File: config.mk
export PLATFORM = sky130hd
export DESIGN_NAME = sharing_pattern_table
export DESIGN_NICKNAME = d
export VERILOG_FILES = /design/src/rtl/sptab_pkg.sv /design/src/rtl/sptab_row_enc.sv /design/src/rtl/sptab_row_search.sv /design/src/rtl/sptab_reserved.sv /design/src/rtl/sharing_pattern_table.sv
export SDC_FILE = /design/constraint.sdc
export NUM_CORES = 2
export LEC_CHECK = 0
export BUFFER_PORTS_ARGS = -buffer_cell sky130_fd_sc_hd__buf_2
export CAP_MARGIN = 20
export CORE_UTILIZATION = 55
export DETAILED_ROUTE_END_ITERATION = 8
export GPL_TIMING_DRIVEN = 0
export HOLD_SLACK_MARGIN = 0.02
export PLACE_DENSITY = 0.8
export SETUP_SLACK_MARGIN = 0.15
export SYNTH_ARGS = -nofsm -noshare
export SYNTH_HDL_FRONTEND = slang
export SYNTH_SLANG_ARGS = --single-unit
File: constraint.sdc
create_clock -name clk -period 11.8 [get_ports clk]
set_input_delay 0.59 -clock clk [delete_from_list [all_inputs] [get_ports clk]]
set_output_delay 0.59 -clock clk [all_outputs]
set_load 0.01 [all_outputs]
File: src/rtl/sptab_pkg.sv
package sptab_pkg;
  typedef enum logic [1:0] {
    INS_RESERVED = 2'd0,
    INS_MATCH    = 2'd1,
    INS_ALLOC    = 2'd2,
    INS_MERGE    = 2'd3
  } ins_kind_e;
endpackage

File: src/rtl/sptab_row_enc.sv
module sptab_row_enc #(
  parameter int NCORE   = 16,
  parameter int CLUSTER = 4,
  localparam int ROW_W  = NCORE / CLUSTER
) (
  input  logic [NCORE-1:0] pattern,
  output logic [ROW_W-1:0] row
);
  for (genvar c = 0; c < ROW_W; c++) begin : g_cl
    assign row[c] = |pattern[c*CLUSTER +: CLUSTER];
  end
endmodule

File: src/rtl/sptab_row_search.sv
module sptab_row_search #(
  parameter int NCORE = 16,
  parameter int COLS  = 2,
  localparam int COL_W = (COLS > 1) ? $clog2(COLS) : 1
) (
  input  logic [COLS*NCORE-1:0] row_pat,
  input  logic [COLS-1:0]       row_live,
  input  logic [NCORE-1:0]      in_pat,
  output logic                  hit,
  output logic [COL_W-1:0]      hit_col,
  output logic                  has_free,
  output logic [COL_W-1:0]      free_col,
  output logic [COL_W-1:0]      near_col
);
  int best_d;

  always_comb begin
    hit      = 1'b0;
    hit_col  = '0;
    has_free = 1'b0;
    free_col = '0;
    for (int c = COLS - 1; c >= 0; c--) begin
      if (row_live[c] && row_pat[c*NCORE +: NCORE] == in_pat) begin
        hit     = 1'b1;
        hit_col = COL_W'(c);
      end
      if (!row_live[c]) begin
        has_free = 1'b1;
        free_col = COL_W'(c);
      end
    end
  end

  always_comb begin
    best_d   = NCORE + 1;
    near_col = '0;
    for (int c = 0; c < COLS; c++) begin
      if ($countones(row_pat[c*NCORE +: NCORE] ^ in_pat) < best_d) begin
        best_d   = $countones(row_pat[c*NCORE +: NCORE] ^ in_pat);
        near_col = COL_W'(c);
      end
    end
  end
endmodule

File: src/rtl/sptab_reserved.sv
module sptab_reserved #(
  parameter int NCORE = 16,
  parameter int GRID  = 32,
  parameter int PTR_W = 6
) (
  input  logic [NCORE-1:0] in_pat,
  output logic             res_hit,
  output logic [PTR_W-1:0] res_code,
  input  logic [PTR_W-1:0] q_ptr,
  output logic             q_reserved,
  output logic [NCORE-1:0] q_pattern
);
  always_comb begin
    res_hit  = 1'b0;
    res_code = '0;
    if (&in_pat) begin
      res_hit  = 1'b1;
      res_code = PTR_W'(GRID + NCORE);
    end else begin
      for (int i = 0; i < NCORE; i++) begin
        if (in_pat == (NCORE'(1) << i)) begin
          res_hit  = 1'b1;
          res_code = PTR_W'(GRID + i);
        end
      end
    end
  end

  always_comb begin
    q_reserved = (q_ptr >= PTR_W'(GRID));
    q_pattern  = '0;
    if (q_ptr == PTR_W'(GRID + NCORE)) q_pattern = '1;
    for (int i = 0; i < NCORE; i++) begin
      if (q_ptr == PTR_W'(GRID + i)) q_pattern = NCORE'(1) << i;
    end
  end
endmodule

File: src/rtl/sharing_pattern_table.sv
module sharing_pattern_table
  import sptab_pkg::*;
#(
  parameter int NCORE   = 16,
  parameter int CLUSTER = 4,
  parameter int COLS    = 2,
  parameter int CNT_W   = 8,
  localparam int ROW_W  = NCORE / CLUSTER,
  localparam int ROWS   = 1 << ROW_W,
  localparam int GRID   = ROWS * COLS,
  localparam int IDX_W  = $clog2(GRID),
  localparam int COL_W  = (COLS > 1) ? $clog2(COLS) : 1,
  localparam int PTR_W  = $clog2(GRID + NCORE + 1)
) (
  input  logic             clk,
  input  logic             rst,
  input  logic             ins_valid,
  input  logic [NCORE-1:0] ins_pattern,
  input  logic             rel_valid,
  input  logic [PTR_W-1:0] rel_ptr,
  input  logic [PTR_W-1:0] rd_ptr,
  output logic             ins_ack,
  output logic [PTR_W-1:0] ins_ptr,
  output logic             ins_merged,
  output logic [NCORE-1:0] rd_pattern,
  output logic             rd_polluted
);
  localparam logic [CNT_W-1:0] CNT_MAX = '1;

  logic [NCORE-1:0] pat_q [GRID];
  logic [CNT_W-1:0] cnt_q [GRID];
  logic [GRID-1:0]  pol_q;

  logic [ROW_W-1:0]      row_sel;
  logic [COLS*NCORE-1:0] row_pat;
  logic [COLS-1:0]       row_live;
  logic                  hit, has_free;
  logic [COL_W-1:0]      hit_col, free_col, near_col, col_sel;
  logic                  res_hit, rd_res;
  logic [PTR_W-1:0]      res_code;
  logic [NCORE-1:0]      rd_res_pat;
  ins_kind_e             kind;
  logic [IDX_W-1:0]      tgt_idx, rel_idx, rd_idx;
  logic [NCORE-1:0]      new_pat;
  logic                  tab_do, rel_ok;

  sptab_row_enc #(.NCORE(NCORE), .CLUSTER(CLUSTER)) u_enc (
    .pattern(ins_pattern), .row(row_sel));

  for (genvar c = 0; c < COLS; c++) begin : g_row
    logic [IDX_W-1:0] e;
    assign e = IDX_W'(int'(row_sel) * COLS + c);
    assign row_pat[c*NCORE +: NCORE] = pat_q[e];
    assign row_live[c] = (cnt_q[e] != '0);
  end

  sptab_row_search #(.NCORE(NCORE), .COLS(COLS)) u_search (
    .row_pat(row_pat), .row_live(row_live), .in_pat(ins_pattern),
    .hit(hit), .hit_col(hit_col), .has_free(has_free),
    .free_col(free_col), .near_col(near_col));

  sptab_reserved #(.NCORE(NCORE), .GRID(GRID), .PTR_W(PTR_W)) u_res (
    .in_pat(ins_pattern), .res_hit(res_hit), .res_code(res_code),
    .q_ptr(rd_ptr), .q_reserved(rd_res), .q_pattern(rd_res_pat));

  always_comb begin
    if (res_hit)       kind = INS_RESERVED;
    else if (hit)      kind = INS_MATCH;
    else if (has_free) kind = INS_ALLOC;
    else               kind = INS_MERGE;
    case (kind)
      INS_MATCH: col_sel = hit_col;
      INS_ALLOC: col_sel = free_col;
      default:   col_sel = near_col;
    endcase
    tgt_idx = IDX_W'(int'(row_sel) * COLS + int'(col_sel));
    new_pat = (kind == INS_ALLOC) ? ins_pattern : (pat_q[tgt_idx] | ins_pattern);
    tab_do  = ins_valid && (kind != INS_RESERVED);
    rel_idx = rel_ptr[IDX_W-1:0];
    rel_ok  = rel_valid && (rel_ptr < PTR_W'(GRID)) && (cnt_q[rel_idx] != '0);
    rd_idx  = rd_ptr[IDX_W-1:0];
  end

  // reference counts and pollution flags
  always_ff @(posedge clk) begin
    if (rst) begin
      pol_q <= '0;
      for (int e = 0; e < GRID; e++) cnt_q[e] <= '0;
    end else begin
      for (int e = 0; e < GRID; e++) begin
        if (tab_do && tgt_idx == IDX_W'(e) && !(rel_ok && rel_idx == IDX_W'(e))) begin
          if (cnt_q[e] != CNT_MAX) cnt_q[e] <= cnt_q[e] + 1'b1;
        end else if (rel_ok && rel_idx == IDX_W'(e) && !(tab_do && tgt_idx == IDX_W'(e))) begin
          cnt_q[e] <= cnt_q[e] - 1'b1;
        end
      end
      if (tab_do && kind == INS_ALLOC) pol_q[tgt_idx] <= 1'b0;
      if (tab_do && kind == INS_MERGE) pol_q[tgt_idx] <= 1'b1;
    end
  end

  // pattern storage: single write port, no reset
  always_ff @(posedge clk) begin
    if (tab_do && (kind == INS_ALLOC || kind == INS_MERGE))
      pat_q[tgt_idx] <= new_pat;
  end

  always_ff @(posedge clk) begin
    if (rst) begin
      ins_ack     <= 1'b0;
      ins_ptr     <= '0;
      ins_merged  <= 1'b0;
      rd_pattern  <= '0;
      rd_polluted <= 1'b0;
    end else begin
      ins_ack    <= ins_valid;
      ins_merged <= tab_do && (kind == INS_MERGE);
      if (ins_valid) ins_ptr <= res_hit ? res_code : PTR_W'(tgt_idx);
      if (rd_res) begin
        rd_pattern  <= rd_res_pat;
        rd_polluted <= 1'b0;
      end else begin
        rd_pattern  <= pat_q[rd_idx];
        rd_polluted <= pol_q[rd_idx];
      end
    end
  end
endmodule

==> out/qor.yml <==
fin_crit_sh: 0.980
slowest_delay_ns: 0.72
cp_slowest_cell: "nor3_1"
portBuffers: 38
grt_pass1_wl_um: 274000
critPathLaunchType: "input port"
fin_nets: 5090
core_um2: 88900
io_pins: 57
first_pass_iters: 9
holdCritPathClass: "in -> reg"
setup_viol: 0
synth_top_area_cell: "edfxtp_1"
cts.sinks: 825
htreeDepth: 3
dp_hpwl_um: 137000
crit_type: "in -> reg"
postSynth.asyncResetShare: 0
hold-worst-slack_ns: 0.331
wl_per_cell_um: 32.0
drc: 3
hold_viol_final: 0
antenna_found_initial: 12
cp.arrival_ns: 11.99
seqCellArea_um2: 24200
initial_core_util: 0.559
ys_warn_count: 0
dr_total_vias: 43064
tns_ns: 0
final_core_util: 0.630
overflow: 0
ys_types: 96
max_freq_mhz: 86.5
avgViaCountPerCell: 7.16
r2r_cells: 33
dr.first_iter.drc_count: 8421
worst_pin_slew_ns: 1.40
maxCapViolCount: 0
cp.required_ns: 12.23
multi_input_area_um2: 24100
synth_common_cells: "edfxtp_1 (768), nand2_1 (712), nor2_1 (336), ha_1 (238), nand3_1 (215)"
syn_inst: 4551
fin_crit_ns: 11.56
wl_um: 192000
antenna_left: 0
grt_use_total: 0.419
worst_path_most_repeated_cell: "fa_1"
ys_ff_latch: 825
syn-num-nets: 4874
max_slew_margin: 0.0696
syn_area_um2: 49700
failed_checks: "design-rule violations"
insertion_delay_ns: 0.73
synth_edf_count: 768
n_fill_cell: 6827
synth_seq_area_share: 0.487
clkTransAtPathRegs_ns: 0.06
drive_gt1_frac: 0.129
rsz0062_at_grt: "true"
status: "complete, but fails checks"
yosysMostFrequentCell: "edfxtp_1"
numCtsBuffers: 87
synth_area_per_cell_um2: 10.9
synth.area.top_cells: "edfxtp_1 (46%), mux4_2 (7.9%), ha_1 (6.0%)"
cts_tree: "yes"
dieHeight_um: 303
holdPathStages: 4
worstPathMaxFanout: 19
synth_top_area_share: 0.464
cp-end-kind: "register"
final_max_slew_viol_count: 0
clockBufferDepth: 3
place.gp.congestion: 1.11
die_area_um2: 91600
ys.flop_type: "edfxtp_1"
grt_max_degree: 33
cts-root-buf: "clkbuf_16"
grt_pass1_vias: 40870
area_delta_synth_final_pct: 12.7
rows: 109
die_x_um: 303
skew_ns: 0.0559
## kinds of logic after synthesis
kind of cell / after synthesis / share of synthesized area
adders and majority gates: 291 / 0.0812
buffers and inverters: 448 / 0.0356
xor gates and xnor gates: 222 / 0.0391
DFF: 825 / 0.487
muxes: 243 / 0.0929
AOI/OAI and AO/OA: 722 / 0.0961
and+or+nand+nor: 1800 / 0.168
## critical path, delay by kind of cell
family / cells / cell delay, ns
AO/OA/AOI/OAI: 10 / 2.48
XOR/XNOR: 2 / 0.53
adder cells (fa/ha/maj): 9 / 3.54
buffers and inverters: 9 / 2.46
multiplexers: 2 / 0.56
AND/OR/NAND/NOR: 5 / 1.76
## per-stage QoR
| step | std cells | setup slack (ns) | area (um2) |
|---|---|---|---|
| 6_report | 6015 | 0.239 | 56000 |
| 5_1_grt | 6005 | 0.0675 | 56000 |
| 4_1_cts | 5980 | 0.166 | 55500 |
| 3_5_place_dp | 5820 | -2.91 | 52400 |
| 3_3_place_gp | 5754 | -3.62 | 51400 |
| 2_1_floorplan | 4551 | 1.32 | 49700 |
## path summary, 6_finish.rpt
check	end	slack, ns	startpoint
worst max-delay path	cnt_q[1][7]	0.24	ins_pattern[5]
worst min-delay path	rd_pattern[1]	0.33	rd_ptr[5]
worst max register to register	cnt_q[1][7]	2.14	pat_q[2][13]
worst min register to register	pol_q[12]	0.48	pol_q[12]
## placed cells by master, fill, tap and decap left out, types with 22 or more instances in the layout
master / n
or4_1: 22
inv_1: 182
o21ai_0: 115
nor3_1: 120
a311oi_1: 59
xnor2_1: 138
buf_2: 76
buf_1: 26
nor4_1: 44
buf_8: 50
o21bai_1: 41
xor2_1: 83
nand2_1: 710
dfxtp_1: 57
nor2_1: 310
edfxtp_1: 768
clkbuf_2: 29
ha_1: 238
nor2_2: 28
nand3_1: 215
a31oi_1: 99
mux4_2: 174
nand4_1: 89
clkbuf_16: 91
and3_1: 77
nand2b_1: 41
mux2i_1: 60
a21o_1: 98
nor2b_1: 62
fa_1: 53
clkbuf_1: 169
a21oi_1: 178
## per-layer routing
layer | wire, um | up-vias | part of all wire | global-route usage
li1 | - | 17390 | - | -
met1 | 62200 | 20285 | 0.32 | 0.493
met2 | 78500 | 4131 | 0.41 | 0.595
met3 | 31800 | 1242 | 0.17 | 0.193
met4 | 19600 | 16 | 0.10 | 0.320
met5 | 211 | - | 0.0011 | 0.0114
## state kept, by name, summed over array words and instances (netlist names)
register     cells
cnt_q          256
ins_ack          1
ins_merged       1
ins_ptr          6
pat_q          512
pol_q           32
rd_pattern      16
rd_polluted      1
## layout make-up
cell class                 instances  area share
sequential                       825       0.432
inverter                         186      0.0125
clock inverter                    41     0.00797
timing repair buffer             132      0.0272
buffer                           257      0.0209
multi-input combinational       3278       0.430
antenna                           12    0.000536
tap                             1165      0.0260
clock buffer                     119      0.0432
## what timing repair did
item	4_1_cts	5_1_grt
pin swaps	3	0
setup endpoints to repair	1525	65
resized for setup	69	45
buffers inserted	4	0
hold buffers	0	0
Power is left out: the tool's default activity adds up to more than one toggle a clock period on the data nets, which glitch-free logic cannot reach.
